==> src/rtl/fsof_pkg.sv <==
package fsof_pkg;

   // Frame event chosen in a given cycle
   typedef enum logic [1:0] {
      EVT_IDLE   = 2'd0,
      EVT_HOST   = 2'd1,
      EVT_PSEUDO = 2'd2
   } frame_evt_t;

endpackage

==> src/rtl/fsof_window.sv <==
// Period counter: counts enabled ticks since the last frame start and
// flags a timeout once the host has been seen at least once.
module fsof_window #(
   parameter int PERIOD = 12000,
   parameter int MARGIN = 60
) (
   input  logic clk,
   input  logic rst_n,
   input  logic tick_en,
   input  logic host_sof,
   output logic expire
);
   localparam int LIMIT = PERIOD + MARGIN;
   localparam int CNT_W = $clog2(LIMIT + 1);

   logic [CNT_W-1:0] cnt;
   logic             armed;

   // Timeout on the LIMIT-th enabled tick counted from the last restart
   assign expire = armed && tick_en && (cnt == CNT_W'(LIMIT - 1));

   always_ff @(posedge clk or negedge rst_n) begin
      if (!rst_n) begin
         cnt   <= '0;
         armed <= 1'b0;
      end else if (host_sof) begin
         cnt   <= '0;
         armed <= 1'b1;
      end else if (expire) begin
         // Later substitutes follow at the bare period
         cnt   <= CNT_W'(MARGIN);
      end else if (tick_en && armed) begin
         cnt   <= cnt + 1'b1;
      end
   end

endmodule

==> src/rtl/fsof_number.sv <==
// Stored frame number: loads on a host frame start, steps on a substitute.
module fsof_number
   import fsof_pkg::*;
#(
   parameter int FNUM_W = 11
) (
   input  logic              clk,
   input  logic              rst_n,
   input  frame_evt_t        evt,
   input  logic [FNUM_W-1:0] host_num,
   output logic [FNUM_W-1:0] num
);

   always_ff @(posedge clk or negedge rst_n) begin
      if (!rst_n) begin
         num <= '0;
      end else begin
         case (evt)
            EVT_HOST:   num <= host_num;
            EVT_PSEUDO: num <= num + 1'b1;   // natural wrap at 2^FNUM_W
            default:    num <= num;
         endcase
      end
   end

endmodule

==> src/rtl/fsof_strobe.sv <==
// Registered one-clock strobes derived from the chosen event.
module fsof_strobe
   import fsof_pkg::*;
(
   input  logic       clk,
   input  logic       rst_n,
   input  frame_evt_t evt,
   output logic       host_stb,
   output logic       pseudo_stb
);

   always_ff @(posedge clk or negedge rst_n) begin
      if (!rst_n) begin
         host_stb   <= 1'b0;
         pseudo_stb <= 1'b0;
      end else begin
         host_stb   <= (evt == EVT_HOST);
         pseudo_stb <= (evt == EVT_PSEUDO);
      end
   end

endmodule

==> src/rtl/frame_tick_keeper.sv <==
// Frame start keeper: latches host frame numbers and fills in missing
// frame starts with substitute strobes.
module frame_tick_keeper
   import fsof_pkg::*;
#(
   parameter int FNUM_W = 11,
   parameter int PERIOD = 12000,
   parameter int MARGIN = 60
) (
   input  logic              clk,
   input  logic              rst_n,
   input  logic              tick_en,
   input  logic              sof_seen,
   input  logic              sof_good,
   input  logic [FNUM_W-1:0] sof_num,
   output logic              sof_pulse,
   output logic              psof_pulse,
   output logic [FNUM_W-1:0] frame_num
);

   initial begin
      if (FNUM_W < 1)  $error("frame_tick_keeper: FNUM_W must be at least 1");
      if (PERIOD < 2)  $error("frame_tick_keeper: PERIOD must be at least 2");
      if (MARGIN < 0)  $error("frame_tick_keeper: MARGIN must not be negative");
   end

   logic       host_sof;
   logic       expire;
   frame_evt_t evt;

   assign host_sof = sof_seen && sof_good;

   // An intact frame start outranks a timeout in the same cycle
   always_comb begin
      if (host_sof)    evt = EVT_HOST;
      else if (expire) evt = EVT_PSEUDO;
      else             evt = EVT_IDLE;
   end

   fsof_window #(
      .PERIOD (PERIOD),
      .MARGIN (MARGIN)
   ) u_window (
      .clk      (clk),
      .rst_n    (rst_n),
      .tick_en  (tick_en),
      .host_sof (host_sof),
      .expire   (expire)
   );

   fsof_number #(
      .FNUM_W (FNUM_W)
   ) u_number (
      .clk      (clk),
      .rst_n    (rst_n),
      .evt      (evt),
      .host_num (sof_num),
      .num      (frame_num)
   );

   fsof_strobe u_strobe (
      .clk        (clk),
      .rst_n      (rst_n),
      .evt        (evt),
      .host_stb   (sof_pulse),
      .pseudo_stb (psof_pulse)
   );

endmodule

==> config.mk <==
export PLATFORM = sky130hd
export DESIGN_NAME = frame_tick_keeper
export DESIGN_NICKNAME = d
export VERILOG_FILES = /design/src/rtl/fsof_pkg.sv /design/src/rtl/fsof_window.sv /design/src/rtl/fsof_number.sv /design/src/rtl/fsof_strobe.sv /design/src/rtl/frame_tick_keeper.sv
export SDC_FILE = /design/constraint.sdc
export NUM_CORES = 1
export LEC_CHECK = 0
export BUFFER_PORTS_ARGS = -buffer_cell sky130_fd_sc_hd__buf_2
export CAP_MARGIN = 20
export CORE_UTILIZATION = 45
export CTS_CLUSTER_SIZE = 28
export DETAILED_ROUTE_END_ITERATION = 12
export PLACE_DENSITY = 0.67
export SLEW_MARGIN = 20
export SYNTH_ARGS = -nofsm -noshare
export SYNTH_HDL_FRONTEND = slang
export SYNTH_HIERARCHICAL = 1
export SYNTH_SLANG_ARGS = --single-unit
==> constraint.sdc <==
create_clock -name clk -period 3.24 [get_ports clk]
set_input_delay 0.324 -clock clk [delete_from_list [all_inputs] [get_ports clk]]
set_output_delay 0.324 -clock clk [all_outputs]
set_load 0.01 [all_outputs]
Yosys cells after proc, flatten, opt, wreduce, memory -nomap -nowiden --
Index checks and enable logic that the tools add are counted.
Word-level totals: logic and storage cells 21, bits in registers 28, output and inout port bits 13, input port bits 16
Cells by class: reductions and logical operators 5, add/subtract/negate cells 2, equality and inequality tests 3, muxes and demuxes 6
Operators with widths (count):
- 2-to-1 mux 14 bit | 3
- case mux 11 bit (2 select lines) | 1
- adder 14 x 1 -> 14 bit (second input constant) | 1
- equality test 14 bit (second input constant) | 1
- adder 11 x 1 -> 11 bit (second input constant) | 1
- 2-to-1 mux 2 bit | 2
- logical AND 1 bit | 3
- nonzero test 3 bit | 1
- equality test 2 x 1 -> 1 bit (second input constant) | 1
- equality test 2 bit (second input constant) | 1
- nonzero test 2 bit | 1

Depth between registers and ports, before layout --
word-level depth 6, mapped depth 12, mapped depth without buffers 10

By module --
Netlist, hierarchy kept.
Modules (own cells, without submodules):
- fsof_window | instances 1, cells each 88, area each 847.1 sq um, seq. area each 375.4 sq um
- fsof_number | instances 1, cells each 74, area each 661.9 sq um, seq. area each 275.3 sq um
- fsof_strobe | instances 1, cells each 4, area each 65.1 sq um, seq. area each 50.0 sq um
- frame_tick_keeper | instances 1, cells each 2, area each 13.8 sq um, seq. area each 0.0 sq um

Worst setup path before layout --
OpenSTA, ideal clock, no wires.
kind register -> register, start point register u_window.cnt[0], end point register u_number.num[9], period minus slack after synthesis 2767 ps, setup slack 473 ps, buffers on the path 2, arrival time 2630 ps, cell stages (with the launch flop) 12, required time 3103 ps, cell sequence dfrtp_1 > ha_1 > nand4bb_1 > or4_4 > buf_6 > nor2_1 > a21boi_1 > ha_1 > clkbuf_1 > or2_2 > o311ai_0 > nand3_1
Between the ends: cells in the longest elaborated chain, start to end 6
RTL lines:
- start, declared | RTL line fsof_window.sv:16 | logic [CNT_W-1:0] cnt;
- start signal, assigned | RTL line fsof_window.sv:31 | cnt <= CNT_W'(MARGIN);
- start signal, assigned | RTL line fsof_window.sv:33 | cnt <= cnt + 1'b1;
- equality test 14 bit * | RTL line fsof_window.sv:20 | assign expire = armed && tick_en && (cnt == CNT_W'(LIMIT - 1));
- logical AND 1 bit * | RTL line fsof_window.sv:20
- named net expire | RTL line frame_tick_keeper.sv:28 | logic expire;
- 2-to-1 mux 2 bit * | RTL line frame_tick_keeper.sv:36 | else if (expire) evt = EVT_PSEUDO;
- 2-to-1 mux 2 bit * | RTL line frame_tick_keeper.sv:35 | if (host_sof) evt = EVT_HOST;
- named net evt[1] | RTL line frame_tick_keeper.sv:29 | frame_evt_t evt;
- equality test 2 bit or equality test 2 x 1 -> 1 bit (tied branches) | RTL line fsof_number.sv:18 | case (evt)
- case mux 11 bit (2 select lines) or nonzero test 2 bit (tied branches)
- end signal, assigned | RTL line fsof_number.sv:19 | EVT_HOST: num <= host_num;
- end signal, assigned | RTL line fsof_number.sv:20 | EVT_PSEUDO: num <= num + 1'b1;
- end signal, assigned | RTL line fsof_number.sv:21 | default: num <= num;
- end, declared | RTL line fsof_number.sv:11 | output logic [FNUM_W-1:0] num
The timed path passes the listed nets; every way through them passes the cells marked *. A chain may end at the register's enable or synchronous reset.

Worst setup path after layout --
start point register u_window.cnt[7], end point register u_number.num[9]
Same word-level chain as after synthesis.

==> results.md <==
* Final core utilization at 54.6%
* CTS tree: yes
* First-pass GRT wire length at 5920 um
* Hold Path Depth at 3
* Max H-tree Level at 1
* Syn avg cell area at 9.45 sq um
* Num rows at 21
* Worst reg2reg startpoint: u_window/cnt[7]$_DFFE_PN0P_
* Synth top area cells: dfrtp_1 (44%), a21oi_1 (3.8%), nand3_1 (3.5%)
* Yosys warning count at 6
* Final Cycle Share at 91.7%
* Outcome: finished, final reports clean
* Vias per inst at 5.90
* Slew HR at 58.2%
* Path depth of the worst reg2reg path at 8
* GR Util All Layers at 21.2%
* Worst-path cell chain: or3b_1 -> or4_4 -> nor2_1 -> a21boi_1 -> ha_1 -> nand2_1 -> or4_1 -> nand3_1
* Placed cell count at 239
* Final instance area at 1840 sq um
* Syn nets at 187
* Clock Pin Slew Worst Setup and Hold Paths at 160 ps
* Max-cap violations at 0
* Worst path arrival time at 3240 ps
* Clock Latency Late Sink at 330 ps
* Layout overhead on the synthesized area at 15.7%
* Mapped Area at 1590 sq um
* Pins Over Slew Limit at 0
* Core area at 3360 sq um
* Final min period at 2970 ps
* Yosys top cell area share at 44.1%
* Slowest-stage cell, CP: or4_4
* WP data required at 3510 ps
* Sequential area share after synthesis at 44.1%
* Overflow after GRT at 0
* CP Class: reg2reg
* Yosys cell types at 52
* Drt pass-1 iters at 4
* Share of flip-flops with an asynchronous set or reset at 100%
* Final hold violations at 0
* Leading area contributor after synthesis: dfrtp_1
* Final Total Pwr at 778 uW
* Die width at 61.4 um
* CP Launch Type: flop
* Most numerous cell in the Yosys netlist: dfrtp_1
* 1st-iter DRT viols at 120
* Antenna viol nets, final at 0
* Die Ht at 61.4 um
* Top_reg_cell synth: dfrtp_1
* Die area at 3770 sq um
* Crit path from: u_window/cnt[7]$_DFFE_PN0P_
* Max Freq at 0.337 GHz
* Hold Path Class: in2reg
* Root Driver: clkbuf_4
* Worst Max-Slew Pin Slew at 627 ps
* Pwr dens at 424 nW/um^2
* CTS buffer count at 3
* # DRC at 0
* Initial antenna violation count at 0
* Final Non-Filler Cells at 244
* Largest net degree at the start of global routing at 29
* Bufs on Longest Clock Path at 2
* Hold_sp: sof_num[9]
* Routed wire per std cell at 14.6 um
* Diode count at 0
* CP Max Fanout at 12
* Worst hold path endpoint: u_number/num[9]$_DFFE_PN0P_
* Leakage at 0.000812 uW
* Final setup fails at 0
* Port buffer count at 28
* Layout cells sized above 1 at 23.7%
* GPL Wtd Cong at 0.818
* Setup repair bufs after CTS at 0
* Post-synth EDFFs at 0
* Detail Placement HPWL at 2620 um
* Setup_tns at 0 ps
* Post-DP Area at 1770 sq um
* Starting Density at 47.2%
* Via count at 1,440
* Register-to-Register Setup Slack at 270 ps
* #FFs+latches synth at 28
* I/O Pins at 29
* Maximum VDD drop at 202 uV
* Crit path largest cell delay at 520 ps
* FF-to-FF End: u_number/num[9]$_DFFE_PN0P_
* RSZ-0062 raised after global routing: no
* CTS resizes at 0
* CP endpoint kind: flop
* Clock Skew at 6.97 ps
* Final #Nets at 218
* Clk sinks at 28
* Synth top cells by count: dfrtp_1 (28), nand2_1 (13), nor2_1 (13)
* Vias in the first global route at 1,257
* Hold_buf cts at 1
* Mapped Cells at 168
* Routed Wire Length at 3570 um
==> layout by cell type, fill, tap and decap left out, types with 3 or more instances in the layout <==
| cell | count |
|---|---|
| xor2_1 | 4 |
| nand3_1 | 11 |
| ha_1 | 3 |
| nor2_1 | 13 |
| clkbuf_4 | 3 |
| nand4_1 | 8 |
| o22ai_1 | 4 |
| a31oi_1 | 8 |
| nor3_1 | 3 |
| dfrtp_1 | 28 |
| buf_2 | 28 |
| nand2_1 | 13 |
| a21oi_1 | 12 |
| and3_1 | 3 |
| o21ai_0 | 5 |
| mux2i_1 | 3 |
==> logic make-up (layout without fill, tap and decap cells) <==
logic type      after synthesis  in the layout  share of synthesized area [%]
compound gates               46             46                           19.8
xor+xnor                      5              5                           2.76
fa+ha+maj                     3              3                           2.36
buf+inv                       8             38                           2.36
flops                        28             28                           44.1
mux                           3              3                           1.89
simple gates                 75             75                           26.7
==> how the worst max path moves through the flow <==
stage / endpoint / slack, ps / depth (start not counted)
after floorplan: u_number/num[9]$_DFFE_PN0P_ / 470 / 11
after global placement: u_number/num[9]$_DFFE_PN0P_ / 450 / 8
after detailed placement: u_number/num[8]$_DFFE_PN0P_ / 350 / 9
after CTS: u_number/num[8]$_DFFE_PN0P_ / 310 / 9
after global routing: u_number/num[8]$_DFFE_PN0P_ / 2 / 10
final: u_number/num[9]$_DFFE_PN0P_ / 270 / 8
==> registers in the layout, summed over array words and instances, names as in the netlist <==
name                 cells
u_window/armed           1
u_strobe/host_stb        1
u_number/num            11
u_strobe/pseudo_stb      1
u_window/cnt            14
==> critical path: cells and delay by family (launching register included) <==
family,cells,cell delay [ps]
and+or+nand+nor,6,1740
DFF,1,480
adders and majority gates,1,440
AOI/OAI and AO/OA,1,250
==> layout make-up <==
type	count	area (sq um)
Fill cell	322	1530
Multi-Input combinational cell	132	850
Clock inverter	1	30.0
Inverter	3	11.3
Sequential cell	28	701
Timing Repair Buffer	31	165
Tap cell	46	57.6
Clock buffer	3	22.5
==> through the flow <==
step | hold WS, ps | setup slack (ps)
finish | 195 | 269
global route | 167 | 1.53
CTS | 183 | 309
detailed placement | 378 | 349
global placement | 373 | 445
floorplan | 28.4 | 473
==> metal layers <==
metal / global-route usage [%] / up-vias / wire (um)
met2: 32.1 / 47 / 1600
met5: 0 / - / 0
met1: 31.7 / 693 / 1790
li1: - / 698 / -
met3: 2.73 / 2 / 157
met4: 6.03 / 0 / 25
==> power breakdown <==
group          internal [uW]  leakage, uW  total, uW  switching (uW)
clock                    125    0.0000279        231             105
combinational           60.1     0.000429        132            72.0
sequential               376     0.000355        416            40.0
total                    561     0.000812        778             217
Power figures use the tool's default switching activity.
